`config.mk`:
```
export PLATFORM = sky130hd
export DESIGN_NAME = next_line_pred
export DESIGN_NICKNAME = d
export VERILOG_FILES = /design/src/rtl/nlp_pkg.sv /design/src/rtl/nlp_half_pick.sv /design/src/rtl/nlp_slot_table.sv /design/src/rtl/nlp_stall_ctr.sv /design/src/rtl/next_line_pred.sv
export SDC_FILE = /design/constraint.sdc
export NUM_CORES = 1
export LEC_CHECK = 0
export BUFFER_PORTS_ARGS = -buffer_cell sky130_fd_sc_hd__buf_2
export CAP_MARGIN = 10
export CORE_MARGIN = 2
export CORE_UTILIZATION = 35
export DETAILED_ROUTE_END_ITERATION = 7
export MAX_ROUTING_LAYER = met4
export PLACE_DENSITY = 0.51
export SYNTH_ARGS = -nofsm -noshare
export SYNTH_HDL_FRONTEND = slang
export SYNTH_SLANG_ARGS = --single-unit
export TNS_END_PERCENT = 20
```
`constraint.sdc`:
```
create_clock -name clk -period 2.78 [get_ports clk]
set_input_delay 0.139 -clock clk [delete_from_list [all_inputs] [get_ports clk]]
set_output_delay 0.139 -clock clk [all_outputs]
set_load 0.02 [all_outputs]
```
`src/rtl/nlp_pkg.sv`:
```
package nlp_pkg;

  localparam int LINE_WORDS = 8;
  localparam int WORD_W     = $clog2(LINE_WORDS);
  localparam int CNT_W      = 3;

  typedef logic [WORD_W-1:0] word_t;
  typedef logic [CNT_W-1:0]  count_t;

  typedef enum logic {
    HALF_LO = 1'b0,
    HALF_HI = 1'b1
  } half_e;

  // the top word-position bit tells the two halves apart
  function automatic half_e half_of(input word_t w);
    return half_e'(w[WORD_W-1]);
  endfunction

endpackage

```
`src/rtl/nlp_half_pick.sv`:
```
module nlp_half_pick
  import nlp_pkg::*;
(
  input  word_t  start,
  input  count_t count,
  input  logic   ds_valid,
  input  word_t  ds_word,
  output half_e  half
);

  logic [WORD_W:0] lo_pos;
  logic [WORD_W:0] end_pos;
  logic [WORD_W:0] ds_pos;
  logic            ds_inside;

  always_comb begin
    lo_pos    = {1'b0, start};
    end_pos   = lo_pos + (WORD_W+1)'(count);
    ds_pos    = {1'b0, ds_word};
    ds_inside = ds_valid && (ds_pos >= lo_pos) && (ds_pos < end_pos);
    half      = ds_inside ? half_of(ds_word) : half_of(start);
  end

endmodule

```
`src/rtl/nlp_slot_table.sv`:
```
module nlp_slot_table #(
  parameter int LINE_W = 5
) (
  input  logic              clk,
  input  logic              rst_n,
  input  logic [LINE_W:0]   rd_addr,
  output logic [LINE_W-1:0] rd_data,
  input  logic              wr_en,
  input  logic [LINE_W:0]   wr_addr,
  input  logic [LINE_W-1:0] wr_data
);

  localparam int DEPTH = 2 ** (LINE_W + 1);

  logic [DEPTH-1:0][LINE_W-1:0] slots;

  for (genvar g = 0; g < DEPTH; g++) begin : g_slot
    // entries 2n and 2n+1 belong to line n; sequential guess is n+1
    localparam logic [LINE_W-1:0] SEQ_IDX = LINE_W'((g >> 1) + 1);

    logic              hit;
    logic [LINE_W-1:0] q;

    always_comb hit = wr_en && (wr_addr == (LINE_W+1)'(g));

    always_ff @(posedge clk or negedge rst_n) begin
      if (!rst_n) begin
        q <= SEQ_IDX;
      end else if (hit) begin
        q <= wr_data;
      end
    end

    assign slots[g] = q;
  end

  assign rd_data = slots[rd_addr];

endmodule

```
`src/rtl/nlp_stall_ctr.sv`:
```
module nlp_stall_ctr #(
  parameter int STALL_CYC = 2
) (
  input  logic clk,
  input  logic rst_n,
  input  logic load,
  output logic busy
);

  localparam int CW = $clog2(STALL_CYC + 1);

  logic [CW-1:0] cnt_q;
  logic [CW-1:0] cnt_d;
  logic          cnt_en;

  always_comb begin
    busy   = (cnt_q != '0);
    cnt_en = load || busy;
    cnt_d  = load ? CW'(STALL_CYC) : cnt_q - CW'(1);
  end

  always_ff @(posedge clk or negedge rst_n) begin
    if (!rst_n) begin
      cnt_q <= '0;
    end else if (cnt_en) begin
      cnt_q <= cnt_d;
    end
  end

endmodule

```
`src/rtl/next_line_pred.sv`:
```
module next_line_pred
  import nlp_pkg::*;
#(
  parameter int LINE_W    = 5,
  parameter int STALL_CYC = 2
) (
  input  logic              clk,
  input  logic              rst_n,
  input  logic              grp_valid,
  input  logic [LINE_W-1:0] grp_line,
  input  logic [2:0]        grp_start,
  input  logic [2:0]        grp_count,
  input  logic              grp_ds_valid,
  input  logic [2:0]        grp_ds_word,
  input  logic              rslv_valid,
  input  logic [LINE_W-1:0] rslv_line,
  output logic [LINE_W-1:0] pred_line,
  output logic              fetch_hold
);

  localparam int ADDR_W = LINE_W + 1;

  half_e             pick_half;
  logic [ADDR_W-1:0] rd_addr;
  logic [LINE_W-1:0] rd_data;
  logic              miss;
  logic              take_grp;
  logic              busy;

  logic [LINE_W-1:0] pred_q, pred_d;
  logic [ADDR_W-1:0] src_q, src_d;
  logic              upd_en;

  nlp_half_pick u_pick (
    .start    (word_t'(grp_start)),
    .count    (count_t'(grp_count)),
    .ds_valid (grp_ds_valid),
    .ds_word  (word_t'(grp_ds_word)),
    .half     (pick_half)
  );

  nlp_slot_table #(.LINE_W(LINE_W)) u_table (
    .clk     (clk),
    .rst_n   (rst_n),
    .rd_addr (rd_addr),
    .rd_data (rd_data),
    .wr_en   (miss),
    .wr_addr (src_q),
    .wr_data (rslv_line)
  );

  nlp_stall_ctr #(.STALL_CYC(STALL_CYC)) u_hold (
    .clk   (clk),
    .rst_n (rst_n),
    .load  (miss),
    .busy  (busy)
  );

  always_comb begin
    rd_addr  = {grp_line, pick_half};
    miss     = rslv_valid && !busy && (rslv_line != pred_q);
    take_grp = grp_valid && !busy && !miss;
    upd_en   = miss || take_grp;
    pred_d   = miss ? rslv_line : rd_data;
    src_d    = take_grp ? rd_addr : src_q;
  end

  always_ff @(posedge clk or negedge rst_n) begin
    if (!rst_n) begin
      pred_q <= '0;
      src_q  <= '0;
    end else if (upd_en) begin
      pred_q <= pred_d;
      src_q  <= src_d;
    end
  end

  assign pred_line  = pred_q;
  assign fetch_hold = busy;

endmodule

```
==> metrics.md <==
| Metric | Value |
|---|---|
| Yosys top cell area share | 23.8% |
| Grt total ovfl | 0 |
| CP Cell Sequence | buf_8 > ha_4 > fa_2 > xnor2_1 > ha_1 > a21oi_2 > buf_4 > o21a_4 > o211ai_4 > buf_4 > buf_4 > a22oi_1 > o311ai_0 > or4_1 > a2111oi_4 > a211o_1 |
| RSZ-0062 raised after global routing | yes |
| Mapped Nets | between 1.5k and 2k |
| Status | finished, violations left |
| Die Y | about 230 um |
| Clock buffer depth | 3 |
| Die area | between 50000 and 60000 um^2 |
| Clock power share | a little under a third |
| TritonCTS clock tree | done |
| DRT iter0 DRCs | roughly 1.2k |
| Placed insts | between 2k and 2.5k |
| Net Sw Frac | between 30% and 40% |
| Wire length per cell | 26.4 um |
| Fmax | between 0.3 and 0.4 GHz |
| Crit. End Element | flip-flop |
| Crit path required time | ~3.3 ns |
| Int Power | between 10 and 15 mW |
| Area Growth Syn to Fin | 23.6% |
| Most frequent cell after synthesis | mux2_2 |
| Total power | between 15 and 20 mW |
| Syn avg cell area | 11.5 um^2 |
| DR vias | 14.5k |
| Syn. warnings | 0 |
| NetSw | roughly 5.5 mW |
| Clock latency on the worst-skew pair | ~0.58 ns |
| Slew headroom | 39.6% |
| Ys async rst share | 100% |
| Non-filler cells in the finished layout | ~2.5k |
| Yosys cell types | just under 90 |
| Seq pwr share | between 40% and 50% |
| Worst Skew | ~0.024 ns |
| Worst VDD drop | just over 400 uV |
| Hold Path Class | in -> reg |
| Crit path max fanout | 5 |
| Slowest stage delay, CP | 0.62 ns |
| EDFF count, synth | 0 |
| Worst-margin pin slew | 0.906 ns |
| Final instance area | 22500 um^2 |
| Port bufs | 29 |
| Sink Count | approximately 330 |
| Period utilisation layout | 111% |
| Final ANT Viol Nets | 0 |
| Starting density of the core | around 35% |
| Initial antenna violation count | 0 |
| Cell area power density | just under 800 nW/um^2 |
| DRC viols | 0 |
| Drt pass-1 iters | 8 |
| Setup WS pre-CTS | -1.25 ns |
| Width of the die | around 230 um |
| GP Congestion | 0.944 |
| Setup TNS | -1.38 ns |
| Cell taking the most area after synthesis | dfrtp_1 |
| Post-synth design cell area | ~18000 um^2 |
| CTS clk-pin slew, worst paths | roughly 0.06 ns |
| Worst path arrival time | roughly 3.6 ns |
| Largest net degree at the start of global routing | 75 |
| CTS H-Tree Depth | 2 |
| Final Setup Violations | 5 |
| Combinational share of power | roughly a quarter |
| Layout cells sized above 1 | around 50% |
| Crit path top cell by count | buf_4 |
| Vias in the first global route | between 10k and 15k |
| I/O Pins | 30 |
| Crit-path slowest cell | or4_1 |
| # diodes | 0 |
| Synth cell count leaders | 359 x mux2_2, 173 x dfrtp_1, 160 x dfstp_2, 116 x nand2_1 |
| Failing checks | negative setup slack |
| Final wirelength | approximately 65000 um |
| Top_reg_cell synth | dfrtp_1 |
| Register area share after synthesis | between 40% and 50% |
| Crit Path Class | in -> reg |
| Post-place instance area | between 20000 and 25000 um^2 |
| Root Buffer | clkbuf_16 |
| Final hold violations | 0 |
| Top post-synthesis cells by area | dfrtp_1 24%, dfstp_2 23%, mux2_2 22% |
| Vias per inst | 5.86 |
| Gate Count Post-Synth | approximately 1.6k |
| Synthesized flop and latch total | 333 |
| Max Cap Viol | 0 |
| P_leak | around 9.7 nW |
| CTS buffer count | 39 |
| Startpoint Class | primary input |
| First-pass GRT wire length | between 90000 and 100000 um |
| Final Max Slew Viols | 0 |
| Final nets | roughly 1.8k |
| Placed wire-length estimate | 44700 um |
| Period minus WS final | just over 3 ns |
| Gr usage total | between 20% and 30% |
| Core area | 51300 um^2 |
| Cell row count | 83 |
| Final worst slack | -0.318 ns |
[per-stage QoR]
step                      util [%]  hold slack, ns
after global routing          43.8          0.0536
after detailed placement      39.9           0.197
after CTS                     43.6          0.0291
final                         43.8          0.0760
after floorplan                  -          -0.157
after global placement        39.9           0.189
[state kept, by name (all words and copies together), names as in the netlist]
register / count
u_table.g_slot.q: 320
src_q: 6
pred_line: 5
u_hold.cnt_q: 2
[power by group through the flow]
| stage | registers (mW) | clock network (mW) | logic (mW) |
|---|---|---|---|
| after global placement | 7.75 | 0 | 4.09 |
| final | 7.77 | 5.33 | 4.48 |
| after CTS | 7.72 | 5.45 | 4.42 |
| after global routing | 7.94 | 5.65 | 4.80 |
| after detailed placement | 7.77 | 0 | 4.17 |
| after floorplan | 7.33 | 0 | 2.77 |
[metal layers]
metal,vias to the layer above,share of wire (%),track usage [%]
met3,118,6.8,3.95
met1,7493,45,34.8
met2,571,45,38.1
met5,-,0,-
li1,6318,-,-
met4,0,3.1,7.67
[final timing paths]
| path | startpoint | to | slack, ns | cells past startpoint |
|---|---|---|---|---|
| setup / recovery | grp_count[0] | pred_line[0]$_DFFE_PN0P_ | -0.32 | 16 |
| max in group asynchronous | rst_n | u_table.g_slot[35].q[1]$_DFFE_PN1P_ | 1.76 | 3 |
| hold reg to reg | u_hold.cnt_q[0]$_DFFE_PN0P_ | u_hold.cnt_q[0]$_DFFE_PN0P_ | 0.49 | 1 |
| min in group asynchronous | rst_n | u_table.g_slot[62].q[0]$_DFFE_PN0P_ | 0.18 | 2 |
| hold / removal | grp_line[4] | src_q[5]$_DFFE_PN0P_ | 0.08 | 3 |
| setup reg to reg | pred_line[0]$_DFFE_PN0P_ | pred_line[0]$_DFFE_PN0P_ | -0.09 | 9 |
[critical path, delay by kind of cell]
family / cells / cell delay [ns]
AOI/OAI and AO/OA: 7 / 1.34
xor gates and xnor gates: 1 / 0.13
adders and majority gates: 3 / 0.80
buffers and inverters: 4 / 0.58
and+or+nand+nor: 1 / 0.62
[final cells by class]
cell class                 instances  area, um^2
tap                              680         851
fill                            4839       28800
clock inverter                    12         150
multi-input combinational       1113        9490
timing repair buffer             258        2220
inverter                          19        71.3
clock buffer                      59        1160
sequential                       333        8530
[cell usage in the layout, fill, tap and decap left out, types with 10 or more instances in the layout]
cell,instances
mux2_2,359
buf_4,195
dfrtp_1,173
dfstp_2,160
nand2_1,116
nor2_1,78
mux2i_1,54
nor3_1,48
clkbuf_16,40
nand3_1,34
a21oi_1,28
a211oi_1,26
o22ai_1,25
buf_2,24
o21ai_0,22
inv_1,19
o221ai_1,19
nor2b_1,18
buf_12,18
o311ai_0,16
buf_6,16
nand2b_1,14
o211ai_1,14
nand4_1,11
clkbuf_1,10
[timing repair]
| action | in CTS | in global routing |
|---|---|---|
| pin swaps | 34 | 7 |
| hold buffers | 1 | 0 |
| setup endpoints to repair | 69 | 38 |
| resized for setup | 74 | 21 |
| buffers inserted | 20 | 1 |
| gates cloned | 2 | 0 |
| hold endpoints to repair | 69 | 0 |
[kinds of logic after synthesis]
| group | count (synthesis) | share of synthesized area [%] |
|---|---|---|
| muxes | 425 | 26.1 |
| buffers and inverters | 142 | 3.31 |
| AOI/OAI and AO/OA | 289 | 12.4 |
| xor gates and xnor gates | 6 | 0.289 |
| adders and majority gates | 11 | 0.798 |
| DFF | 333 | 46.9 |
| and+or+nand+nor | 381 | 10.2 |
Note: power is estimated with default switching activity, not from simulation.
